## src/rtl/srx_pkg.sv

```systemverilog
package srx_pkg;
    typedef enum logic [1:0] {
        ST_IDLE  = 2'd0,
        ST_RECV  = 2'd1,
        ST_DRAIN = 2'd2
    } srx_state_e;
endpackage

```

## src/rtl/srx_edge_sync.sv

```systemverilog
module srx_edge_sync #(
    parameter int STAGES = 2
) (
    input  logic clk,
    input  logic rst_n,
    input  logic sclk_async,
    input  logic sdata_async,
    output logic sclk_rise,
    output logic sdata_sync
);
    logic [STAGES-1:0] clk_pipe;
    logic [STAGES-1:0] dat_pipe;
    logic              clk_prev;

    generate
        if (STAGES == 1) begin : g_one
            always_ff @(posedge clk or negedge rst_n) begin
                if (!rst_n) begin
                    clk_pipe <= '0;
                    dat_pipe <= '0;
                end else begin
                    clk_pipe <= sclk_async;
                    dat_pipe <= sdata_async;
                end
            end
        end else begin : g_many
            always_ff @(posedge clk or negedge rst_n) begin
                if (!rst_n) begin
                    clk_pipe <= '0;
                    dat_pipe <= '0;
                end else begin
                    clk_pipe <= {clk_pipe[STAGES-2:0], sclk_async};
                    dat_pipe <= {dat_pipe[STAGES-2:0], sdata_async};
                end
            end
        end
    endgenerate

    always_ff @(posedge clk or negedge rst_n) begin
        if (!rst_n) clk_prev <= 1'b0;
        else        clk_prev <= clk_pipe[STAGES-1];
    end

    assign sclk_rise  = clk_pipe[STAGES-1] & ~clk_prev;
    assign sdata_sync = dat_pipe[STAGES-1];
endmodule

```

## src/rtl/srx_shifter.sv

```systemverilog
module srx_shifter #(
    parameter int W = 8
) (
    input  logic         clk,
    input  logic         rst_n,
    input  logic         clr,
    input  logic         active,
    input  logic         hold,
    input  logic         rise,
    input  logic         din,
    output logic         frame_done,
    output logic [W-1:0] byte_nxt,
    output logic [W-1:0] shreg
);
    localparam int CW = (W > 1) ? $clog2(W) : 1;
    localparam logic [CW-1:0] LAST = CW'(W - 1);

    logic [CW-1:0] cnt_q;

    assign byte_nxt   = {shreg[W-2:0], din};
    assign frame_done = active && rise && (cnt_q == LAST);

    always_ff @(posedge clk or negedge rst_n) begin
        if (!rst_n) begin
            cnt_q <= '0;
            shreg <= '0;
        end else if (clr) begin
            cnt_q <= '0;
            shreg <= '0;
        end else if (active && rise) begin
            cnt_q <= (cnt_q == LAST) ? '0 : cnt_q + 1'b1;
            if (!hold) shreg <= byte_nxt;
        end
    end
endmodule

```

## src/rtl/srx_ctrl.sv

```systemverilog
module srx_ctrl
    import srx_pkg::*;
#(
    parameter int W = 8
) (
    input  logic         clk,
    input  logic         rst_n,
    input  logic         ctl_wr,
    input  logic         ctl_run,
    input  logic         ctl_abort,
    input  logic         buf_rd,
    input  logic         frame_done,
    input  logic [W-1:0] byte_nxt,
    input  logic [W-1:0] shreg,
    output logic         sh_clr,
    output logic         sh_active,
    output logic         sh_hold,
    output logic [W-1:0] buf_q,
    output logic         start_bit,
    output logic         busy,
    output logic         full_q,
    output logic         err_q,
    output logic         irq_q
);
    srx_state_e state_q, state_d;
    logic       rd_phase_q;
    logic       abort_req, start_req, stop_req;

    assign abort_req = ctl_wr && ctl_abort;
    assign start_req = ctl_wr && ctl_run && !ctl_abort;
    assign stop_req  = ctl_wr && !ctl_run && !ctl_abort;

    always_comb begin
        state_d = state_q;
        unique case (state_q)
            ST_IDLE:  if (start_req)  state_d = ST_RECV;
            ST_RECV:  if (stop_req)   state_d = ST_DRAIN;
            ST_DRAIN: if (frame_done) state_d = ST_IDLE;
            default:                  state_d = ST_IDLE;
        endcase
        if (abort_req) state_d = ST_IDLE;
    end

    always_ff @(posedge clk or negedge rst_n) begin
        if (!rst_n) state_q <= ST_IDLE;
        else        state_q <= state_d;
    end

    always_comb begin
        start_bit = 1'b0;
        busy      = 1'b0;
        unique case (state_q)
            ST_IDLE:  begin start_bit = 1'b0; busy = 1'b0; end
            ST_RECV:  begin start_bit = 1'b1; busy = 1'b1; end
            ST_DRAIN: begin start_bit = 1'b0; busy = 1'b1; end
            default:  begin start_bit = 1'b0; busy = 1'b0; end
        endcase
    end

    assign sh_active = busy && !abort_req;
    assign sh_hold   = err_q;
    assign sh_clr    = abort_req || (state_q == ST_IDLE && start_req);

    always_ff @(posedge clk or negedge rst_n) begin
        if (!rst_n) begin
            buf_q      <= '0;
            full_q     <= 1'b0;
            err_q      <= 1'b0;
            irq_q      <= 1'b0;
            rd_phase_q <= 1'b0;
        end else if (abort_req) begin
            buf_q      <= '0;
            full_q     <= 1'b0;
            err_q      <= 1'b0;
            irq_q      <= 1'b0;
            rd_phase_q <= 1'b0;
        end else begin
            irq_q <= 1'b0;
            if (err_q) begin
                if (buf_rd && !rd_phase_q) begin
                    buf_q      <= shreg;
                    rd_phase_q <= 1'b1;
                end else if (buf_rd) begin
                    err_q      <= 1'b0;
                    full_q     <= 1'b0;
                    rd_phase_q <= 1'b0;
                end
            end else if (frame_done && full_q && !buf_rd) begin
                err_q <= 1'b1;
            end else if (frame_done) begin
                buf_q  <= byte_nxt;
                full_q <= 1'b1;
                irq_q  <= 1'b1;
            end else if (buf_rd) begin
                full_q <= 1'b0;
            end
        end
    end
endmodule

```

## src/rtl/srx_unit.sv

```systemverilog
module srx_unit #(
    parameter int W           = 8,
    parameter int SYNC_STAGES = 2
) (
    input  logic         clk,
    input  logic         rst_n,
    input  logic         sclk_in,
    input  logic         sdata_in,
    input  logic         ctl_wr,
    input  logic         ctl_run,
    input  logic         ctl_abort,
    input  logic         buf_rd,
    output logic [W-1:0] rd_data,
    output logic         start_bit,
    output logic         busy,
    output logic         buf_full,
    output logic         rx_err,
    output logic         irq
);
    logic         rise, din;
    logic         frame_done, sh_clr, sh_active, sh_hold;
    logic [W-1:0] byte_nxt, shreg;

    srx_edge_sync #(.STAGES(SYNC_STAGES)) u_sync (
        .clk        (clk),
        .rst_n      (rst_n),
        .sclk_async (sclk_in),
        .sdata_async(sdata_in),
        .sclk_rise  (rise),
        .sdata_sync (din)
    );

    srx_shifter #(.W(W)) u_shift (
        .clk       (clk),
        .rst_n     (rst_n),
        .clr       (sh_clr),
        .active    (sh_active),
        .hold      (sh_hold),
        .rise      (rise),
        .din       (din),
        .frame_done(frame_done),
        .byte_nxt  (byte_nxt),
        .shreg     (shreg)
    );

    srx_ctrl #(.W(W)) u_ctrl (
        .clk       (clk),
        .rst_n     (rst_n),
        .ctl_wr    (ctl_wr),
        .ctl_run   (ctl_run),
        .ctl_abort (ctl_abort),
        .buf_rd    (buf_rd),
        .frame_done(frame_done),
        .byte_nxt  (byte_nxt),
        .shreg     (shreg),
        .sh_clr    (sh_clr),
        .sh_active (sh_active),
        .sh_hold   (sh_hold),
        .buf_q     (rd_data),
        .start_bit (start_bit),
        .busy      (busy),
        .full_q    (buf_full),
        .err_q     (rx_err),
        .irq_q     (irq)
    );
endmodule

```

## config.mk

```make
export PLATFORM = sky130hd
export DESIGN_NAME = srx_unit
export DESIGN_NICKNAME = d
export VERILOG_FILES = /design/src/rtl/srx_pkg.sv /design/src/rtl/srx_edge_sync.sv /design/src/rtl/srx_shifter.sv /design/src/rtl/srx_ctrl.sv /design/src/rtl/srx_unit.sv
export SDC_FILE = /design/constraint.sdc
export NUM_CORES = 1
export LEC_CHECK = 0
export BUFFER_PORTS_ARGS = -buffer_cell sky130_fd_sc_hd__buf_4
export CORE_UTILIZATION = 44
export DETAILED_ROUTE_END_ITERATION = 16
export HOLD_SLACK_MARGIN = 0.05
export PLACE_DENSITY = 0.63
export SYNTH_ARGS = -nofsm -noshare
export SYNTH_HDL_FRONTEND = slang
export SYNTH_HIERARCHICAL = 1
export SYNTH_SLANG_ARGS = --single-unit
```

## constraint.sdc

```tcl
create_clock -name clk -period 4.5 [get_ports clk]
set_input_delay 0 -clock clk [delete_from_list [all_inputs] [get_ports clk]]
set_output_delay 0 -clock clk [all_outputs]
set_load 0.005 [all_outputs]
```

; ---- Word-level counts from Yosys, hierarchy flattened
; Cells that the tools add are included.
[op_classes]
n_addsub = 1
eq_ne = 10
mux = 37
bitwise_logic = 2
n_reduce_logical = 29
[ops]
columns = cell, count
row1 = $mux W8, 8
row2 = $mux W1, 21
row3 = $logic_and A1 B1 Y1, 12
row4 = $ne A3 B1 Y1 const B, 4
row5 = $mux W3, 3
row6 = $mux W2, 4
row7 = $ne A3 B3 Y1 const B, 2
row8 = $pmux W2 S3, 1
row9 = $reduce_and A2 Y1, 3
row10 = $reduce_and A3 Y1, 2
row11 = $reduce_bool A3 Y1, 2
row12 = $logic_not A1 Y1, 5
row13 = $reduce_bool A2 Y1, 2
row14 = $add A3 B1 Y3 const B, 1
row15 = $eq A3 B3 Y1 const B, 1
row16 = $eq A2 B1 Y1 const B, 1
row17 = $eq A2 B2 Y1 const B, 1
row18 = $logic_not A2 Y1, 1
row19 = $ne A2 B2 Y1 const B, 1
row20 = $reduce_or A2 Y1, 1
row21 = $and A1 B1 Y1, 1
row22 = $logic_or A1 B1 Y1, 1
row23 = $not A1 Y1, 1
[totals]
ff_bits = 30
out_inout_bits = 13
word_cells = 90

; ---- Longest topological paths before layout
; Gate-level depths: netlist of run 1.
[logic_depth]
ltp_word = 11
ltp_mapped = 8

; ---- Modules after synthesis
; The synthesis of run 1 kept the hierarchy.
[by_module_without_submodules]
columns = mod, n_inst, cells_each, area_each_um2, seq_area_each_um2
row1 = srx_ctrl, 1, 78, 804.5, 350.3
row2 = srx_shifter, 1, 51, 594.3, 275.3
row3 = srx_edge_sync, 1, 6, 138.9, 125.1

; ---- Worst setup path after synthesis of run 1
; OpenSTA, ideal clock, no wires.
[synth_path]
path_type = flip-flop to flip-flop
start = register u_ctrl.state_q[0]
end = register u_ctrl.buf_q[0]
setup_time_ns = 0.125
arrival_time_ns = 2.048
required_ns = 4.375
path_slack_ns = 2.327
path_stages_with_launch = 8
path_buffers = 0
synth_period_minus_slack_ns = 2.173
path_cell_list = dfrtp_1 > inv_1 > ha_1 > and2_1 > and3_2 > nor2b_2 > o31ai_4 > mux2_2
[synth_via]
elab_chain_len = 10
word_cells_on_any_way = 12
classes_between = 3 x eq/ne / 1 x mux / 8 x reduce/logical
[synth_lines]
columns = item, line_no
row1 = from (decl), srx_ctrl.sv:25  ; srx_state_e state_q, state_d;
row2 = from (signal assigned), srx_ctrl.sv:46  ; else state_q <= state_d;
row3 = $eq A2 B1 Y1 / $eq A2 B2 Y1 (equally long branches), srx_ctrl.sv:52  ; unique case (state_q)
row4 = $reduce_or A2 Y1 (no source line) (*), n/a
row5 = $mux W1 (*), srx_ctrl.sv:52
row6 = named net busy, srx_unit.sv:15  ; output logic busy,
row7 = $logic_and A1 B1 Y1 (*), srx_ctrl.sv:60  ; assign sh_active = busy && !abort_req;
row8 = named net sh_active, srx_unit.sv:21  ; logic frame_done, sh_clr, sh_active, sh_hold;
row9 = $logic_and A1 B1 Y1 (*) (2 in a row), srx_shifter.sv:21  ; assign frame_done = active && rise && (cnt_q == LAST);
row10 = named net frame_done, srx_unit.sv:21
row11 = $logic_and A1 B1 Y1 (2 in a row), srx_ctrl.sv:88  ; end else if (frame_done && full_q && !buf_rd) begin
row12 = $ne A3 B1 Y1 (no source line), n/a
row13 = $reduce_and A3 Y1 (no source line) (*), n/a
row14 = to (signal assigned), srx_ctrl.sv:81  ; buf_q <= shreg;
row15 = to (signal assigned), srx_ctrl.sv:91  ; buf_q <= byte_nxt;
row16 = to (decl), srx_ctrl.sv:18  ; output logic [W-1:0] buf_q,
; Mark *: on every way through the listed nets, which the timed path passes. The rest lies on a longest branch.
; A chain may end at the register's enable or synchronous reset.

; ---- Final worst setup path of run 1
[layout_path]
start = register u_ctrl.state_q[0]
end = register u_ctrl.buf_q[5]
[layout_via]
elab_chain_len = 10
word_cells_on_any_way = 12
classes_between = 3 x eq/ne / 1 x mux / 8 x reduce/logical
[layout_lines]
columns = item, line_no
row1 = $eq A2 B1 Y1 / $eq A2 B2 Y1 (equally long branches), srx_ctrl.sv:52
row2 = $reduce_or A2 Y1 (no source line) (*), n/a
row3 = $mux W1 (*), srx_ctrl.sv:52
row4 = $logic_and A1 B1 Y1 (*), srx_ctrl.sv:60
row5 = named net sh_active, srx_unit.sv:21
row6 = $logic_and A1 B1 Y1 (*) (2 in a row), srx_shifter.sv:21
row7 = named net frame_done, srx_unit.sv:21
row8 = $logic_and A1 B1 Y1 (2 in a row), srx_ctrl.sv:88
row9 = $ne A3 B1 Y1 (no source line), n/a
row10 = $reduce_and A3 Y1 (no source line) (*), n/a
; Marked as above.

==> run_results.csv, run 1 <==
group,metric,value,unit
outcome,outcome,"complete, no violations",
global_routing,grt_antenna_before_repair,0,
sta,worstMarginPinSlew,0.628,ns
run,max_cap_violations,0,
setup_path,cp-end-kind,"register",
cells_and_area,fillers,309,
synth,syn_nets,148,
clock_tree,cts_sinks,30,
clock_tree,htreeDepth,2,
clock_tree,clk_latency,0.31,ns
clock_tree,cts_tree,"yes",
place,dp_hpwl,1.71,mm
place,port_buffers,20,
sta,tns,0,ns
cells_and_area,multi_input_comb_area,679,sq um
global_routing,overflow,0,
sta,fmax,425,MHz
synth,ys_warn_count,6,
synth,ys_seq_area_share,48.8,%
global_routing,grt_usage,15.4,%
sta,hold_viol,0,
setup_path,crit_fanout,8,
clock_tree,numCtsBuffers,5,
power,power_density,357,nW/um^2
power,p_total,0.000624,W
cells_and_area,layout.nets,167,
power,leakage,0.829,nW
floorplan,rows,21,
setup_path,required,4.70,ns
synth,syn-instance-count,135,
floorplan,start_util,46.1,%
sta,rsz0062_at_grt,"no",
routing,first_iter_violations,62,
synth,syn_area,1540,sq um
worst_hold_path,hp-class,"in -> reg",
cells_and_area,drive_above_1_share,26.0,%
setup_path,start_kind,"register",
floorplan,design.die.area,3740,sq um
global_routing,grt_pass1_wl,4.14,mm
clock_tree,cts_setup_buffers,0,
routing,viasPerCell,4.92,
cells_and_area,diodes,0,
cells_and_area,synthToLayoutAreaGrowth,13.7,%
floorplan,pin_count,21,
sta,post-route-min-period,2.35,ns
floorplan,fp.coreArea,3340,sq um
setup_path,cp_slowest_cell,"o31ai_4",
clock_tree,root_buffer,"clkbuf_4",
routing,drt-wirelength-per-cell,12.0,um
sta,slew_headroom,58.1,%
setup_path,critical_path_class,"reg -> reg",
sta,finalCritPeriodShare,52.3,%
global_routing,grt_pass1_vias,977,
setup_path,critPathMaxStageDelay,0.45,ns
power,vdd_drop_max,0.000167,V
sta,fin_skew,0.00483,ns
cells_and_area,final_area,1750,sq um
setup_path,crit_chain,"inv_1 -> ha_1 -> and2_1 -> and3_2 -> nor2b_2 -> o31ai_4 -> mux2_2",
place,placed_cells,188,
place,gp_congestion,0.743,
setup_path,cp.arrival,2.55,ns
synth,syn_area_per_cell,11.4,sq um
place,postPlaceCellArea,1650,sq um
synth,netlist-cell-type-count,29,
synth,ys_ff_latch,30,
routing,drcViolationCount,0,
sta,slew_violations,0,
sta,setup_viol,0,
global_routing,grt_max_degree,31,
floorplan,die_w,61.1,um
cells_and_area,final_cells,200,
floorplan,die_y,61.1,um
routing,drt_first_pass_iters,5,
routing,vias,984,
clock_tree,clockBufferDepth,2,
routing,drt-total-wl,2.40,mm
cells_and_area,seq_area,751,sq um
routing,drt.antenna.violating_nets,0,
clock_tree,clk_pin_slew,0.08,ns
[final timing paths]
check                                                     end                     startpoint  depth (start not counted)  slack [ns]
worst max-delay path              u_ctrl/buf_q[5]$_DFFE_PN0P_  u_ctrl/state_q[0]$_DFFE_PN0P_                          7        2.15
worst min-delay path            u_ctrl/state_q[0]$_DFFE_PN0P_                      ctl_abort                          3         0.1
worst max register to register    u_ctrl/buf_q[5]$_DFFE_PN0P_  u_ctrl/state_q[0]$_DFFE_PN0P_                          7        2.15
worst min register to register   u_sync/clk_pipe[1]$_DFF_PN0_   u_sync/clk_pipe[0]$_DFF_PN0_                          0        0.35
max in group asynchronous        u_sync/dat_pipe[0]$_DFF_PN0_                          rst_n                          2        4.08
min in group asynchronous       u_ctrl/rd_phase_q$_DFFE_PN0P_                          rst_n                          2        0.14
[cell type report]
type                    instances  share of cell area (%)
flip-flops and latches         30                    42.9
multi-input cells              88                    38.9
repair buffers                 25                    11.5
well taps                      46                    3.29
clock buffers                   7                    2.58
inverters                       4                   0.859
[repair_timing]
item | 4_1_cts | 5_1_grt
hold buffers | 5 | 0
gates resized for setup | 0 | 0
endpoints found under the hold margin | 34 | 0
[placed cells by master (no fill, tap or decap), types with 2 or more instances in the layout]
| cell | instances |
|---|---|
| dfrtp_1 | 30 |
| buf_4 | 20 |
| mux2i_1 | 16 |
| nor2_1 | 12 |
| nand2b_1 | 10 |
| nand2_1 | 6 |
| a21oi_1 | 6 |
| mux2_2 | 6 |
| clkbuf_4 | 5 |
| dlygate4sd3_1 | 5 |
| ha_1 | 5 |
| inv_1 | 4 |
| o21ai_0 | 4 |
| nor2b_1 | 3 |
| nand3_1 | 3 |
| a21bo_2 | 3 |
| clkbuf_1 | 2 |
| and2_1 | 2 |
| mux2_1 | 2 |
[sequential cells by signal, summed over array words and instances (netlist names)]
register,cells
u_ctrl/buf_q,8
u_ctrl/err_q,1
u_ctrl/full_q,1
u_ctrl/irq_q,1
u_ctrl/rd_phase_q,1
u_ctrl/state_q,2
u_shift/cnt_q,3
u_shift/shreg,8
u_sync/clk_pipe,2
u_sync/clk_prev,1
u_sync/dat_pipe,2
[synth_stat cells]
library cell  number  area, sq um
a21bo_2            3         30.0
a21oi_1            6         30.0
a32o_1             1         10.0
and2_1             2         12.5
and2_4             1         8.76
and3_2             1         7.51
and3b_1            1         8.76
buf_2              2         10.0
buf_4              9         67.6
buf_6              1         11.3
clkbuf_1           1         3.75
dfrtp_1           30          751
ha_1               5         62.6
inv_1              4         15.0
mux2_1             2         22.5
mux2_2             6         67.6
mux2i_1           16          160
nand2_1            6         22.5
nand2b_1          10         62.6
nand3_1            3         15.0
nand4bb_1          1         11.3
nor2_1            12         45.0
nor2b_1            3         18.8
nor2b_2            1         8.76
nor2b_4            1         13.8
o21ai_0            4         20.0
o221a_2            1         11.3
o31ai_4            1         21.3
xor2_1             1         8.76
[where the power goes]
group / internal [W] / switching (W)
combinational: 0.0000900 / 0.0000895
clock: 0.0000588 / 0.0000804
sequential: 0.000291 / 0.0000145
total: 0.000440 / 0.000184
[stage by stage]
step | hold slack [ns] | worst slack [ns] | utilization (%)
after floorplan | -0.296 | 2.33 | -
after global placement | -0.0548 | 2.23 | 49.5
after detailed placement | -0.0536 | 2.15 | 49.5
after CTS | 0.0752 | 2.13 | 52.4
after global routing | 0.102 | 2.00 | 52.4
final | 0.0970 | 2.15 | 52.4
[logic make-up after synthesis]
group                    Yosys count  synth area share (%)
flip-flops                        30                  48.8
AND/OR/NAND/NOR                   42                  15.3
buffers and inverters             17                  7.00
AO/OA/AOI/OAI                     16                  7.97
XOR/XNOR                           1                 0.570
adder cells (fa/ha/maj)            5                  4.07
multiplexers                      24                  16.3
[critical path, delay by kind of cell, from the launching register on]
family | cells | cell delay (ns)
AOI/OAI and AO/OA | 1 | 0.45
muxes | 1 | 0.38
and+or+nand+nor | 3 | 0.63
buffers and inverters | 1 | 0.07
DFF | 1 | 0.39
adders and majority gates | 1 | 0.30
[routing by layer]
metal,part of all wire [%],global-route usage (%)
met1,47,18.5
met2,47,24.8
met3,4.8,4.41
met4,1.5,8.77
met5,0,0
No activity file was read; power rests on OpenSTA's default activity.
==> inputs of run 2 (changes only) <==
Clock period 4.5 ns to 2.25 ns, I/O delays scaled along.
==> run_results.csv, run 2 (synthesis gave the netlist of run 1 again) <==
group,metric,value,unit
power,vdd_drop_max,0.000344,V
clock_tree,cts_sinks,30,
clock_tree,clk_latency,0.32,ns
clock_tree,htreeDepth,2,
floorplan,die_w,61.1,um
setup_path,cp.arrival,2.34,ns
routing,drt-total-wl,2.49,mm
routing,drt.antenna.violating_nets,0,
run,max_cap_violations,0,
place,dp_slack,0.0331,ns
routing,drt-wirelength-per-cell,12.1,um
routing,vias,977,
clock_tree,root_buffer,"clkbuf_4",
floorplan,pin_count,21,
sta,post-route-min-period,2.13,ns
clock_tree,cts_tree,"yes",
setup_path,r2r_end,"u_ctrl/buf_q[1]$_DFFE_PN0P_",
global_routing,grt_antenna_before_repair,0,
sta,finalCritPeriodShare,94.7,%
floorplan,design.die.area,3740,sq um
power,power_density,729,nW/um^2
cells_and_area,synthToLayoutAreaGrowth,17.7,%
cells_and_area,layout_commonest_cell,"dfrtp_1",
sta,worstMarginPinSlew,0.474,ns
cells_and_area,diodes,0,
sta,fin_skew,0.00368,ns
sta,postLayoutSetupSlackWorst,0.119,ns
sta,fmax,469,MHz
setup_path,crit_fanout,8,
worst_hold_path,hold_depth,3,
setup_path,cp-end-kind,"register",
power,leakage,0.865,nW
cells_and_area,fin_util,54.3,%
floorplan,die_y,61.1,um
place,gp_congestion,0.717,
cells_and_area,drive_above_1_share,28.9,%
sta,slew_headroom,68.4,%
sta,hold_viol,0,
outcome,outcome,"complete, no violations",
setup_path,reg2reg_depth,9,
clock_tree,numCtsBuffers,5,
routing,first_iter_violations,30,
worst_hold_path,min-delay-start,"ctl_wr",
setup_path,start_kind,"register",
floorplan,fp.coreArea,3340,sq um
clock_tree,clockBufferDepth,2,
cells_and_area,mostFrequentLayoutCells,"dfrtp_1 (30), buf_4 (23), mux2i_1 (16)",
global_routing,grt_pass1_wl,4.04,mm
global_routing,overflow,0,
sta,whs,0.0778,ns
floorplan,rows,21,
global_routing,grt_max_degree,31,
global_routing,grt_pass1_vias,960,
sta,slew_violations,0,
sta,setup_viol,0,
worst_hold_path,holdPathEnd,"u_ctrl/state_q[0]$_DFFE_PN0P_",
clock_tree,clk_pin_slew,0.09,ns
cells_and_area,reg_top3,"u_ctrl/buf_q: 8 flops, u_shift/shreg: 8 flops, u_shift/cnt_q: 3 flops",
setup_path,critical_path_class,"reg -> reg",
setup_path,required,2.46,ns
setup_path,r2r_slack,0.12,ns
routing,viasPerCell,4.77,
global_routing,grt_usage,15.3,%
routing,drt_first_pass_iters,4,
place,dp_hpwl,1.80,mm
worst_hold_path,hp-class,"in -> reg",
floorplan,start_util,46.1,%
routing,drcViolationCount,0,
place,port_buffers,20,
setup_path,r2r-start,"u_ctrl/state_q[0]$_DFFE_PN0P_",
cells_and_area,layout.nets,171,
-- run 2: what timing repair did --
action                                  4_1_cts  5_1_grt
gates resized for setup                       0        1
hold endpoints to repair                     34        0
setup buffers                                 0        1
endpoints found under the setup margin        0        8
hold buffers                                  5        0
-- run 2: worst max-delay path, cell delays in order, from the launching register on --
cell and delay (ns):
dfrtp_1 0.38, inv_1 0.07, ha_1 0.29, and2_1 0.13
and3_2 0.20, nor2b_4 0.20, nand3_1 0.16, o31ai_4 0.11
buf_12 0.16, mux2_2 0.32
-- run 2: how the worst max path moves through the flow --
stage,from,end,slack (ns),cells past startpoint
after floorplan,u_ctrl/state_q[0]$_DFFE_PN0P_,u_ctrl/buf_q[0]$_DFFE_PN0P_,0.08,7
after global placement,u_ctrl/state_q[0]$_DFFE_PN0P_,u_ctrl/buf_q[4]$_DFFE_PN0P_,0.09,7
after detailed placement,u_ctrl/state_q[0]$_DFFE_PN0P_,u_ctrl/buf_q[1]$_DFFE_PN0P_,0.03,7
after CTS,u_ctrl/state_q[0]$_DFFE_PN0P_,u_ctrl/buf_q[1]$_DFFE_PN0P_,0.02,7
after global routing,u_ctrl/state_q[0]$_DFFE_PN0P_,u_ctrl/buf_q[5]$_DFFE_PN0P_,-0.0008,9
final,u_ctrl/state_q[0]$_DFFE_PN0P_,u_ctrl/buf_q[1]$_DFFE_PN0P_,0.12,9
-- run 2: area by class of cell --
class	count	area, sq um
inverters	4	15.0
multi-input cells	88	684
clock buffers	7	55.1
fillers	305	1530
repair buffers	29	243
flip-flops and latches	30	751
well taps	46	57.6
clock inverters	1	5.00
-- run 2: per-stage QoR --
| step | setup TNS, ns | std cells | area (sq um) | total power (W) |
|---|---|---|---|---|
| 3_5_place_dp | 0 | 191 | 1680 | 0.000997 |
| 2_1_floorplan | 0 | 135 | 1540 | 0.000866 |
| 3_3_place_gp | 0 | 191 | 1680 | 0.000981 |
| 6_report | 0 | 205 | 1810 | 0.00132 |
| 5_1_grt | -0.000777 | 205 | 1810 | 0.00141 |
| 4_1_cts | 0 | 204 | 1790 | 0.00134 |
-- run 2: where the power goes --
part           switching (W)  internal (W)  leakage, nW
Clock               0.000175      0.000151       0.0353
Sequential         0.0000271      0.000582        0.403
Combinational       0.000183      0.000202        0.426
-- run 2: routing by layer --
layer	vias to the layer above	GRT usage (%)	part of all wire, %
li1	495	-	-
met1	455	18.2	48
met2	23	24.2	46
met3	4	6.30	4.3
met4	0	6.82	1.6
met5	-	0	0
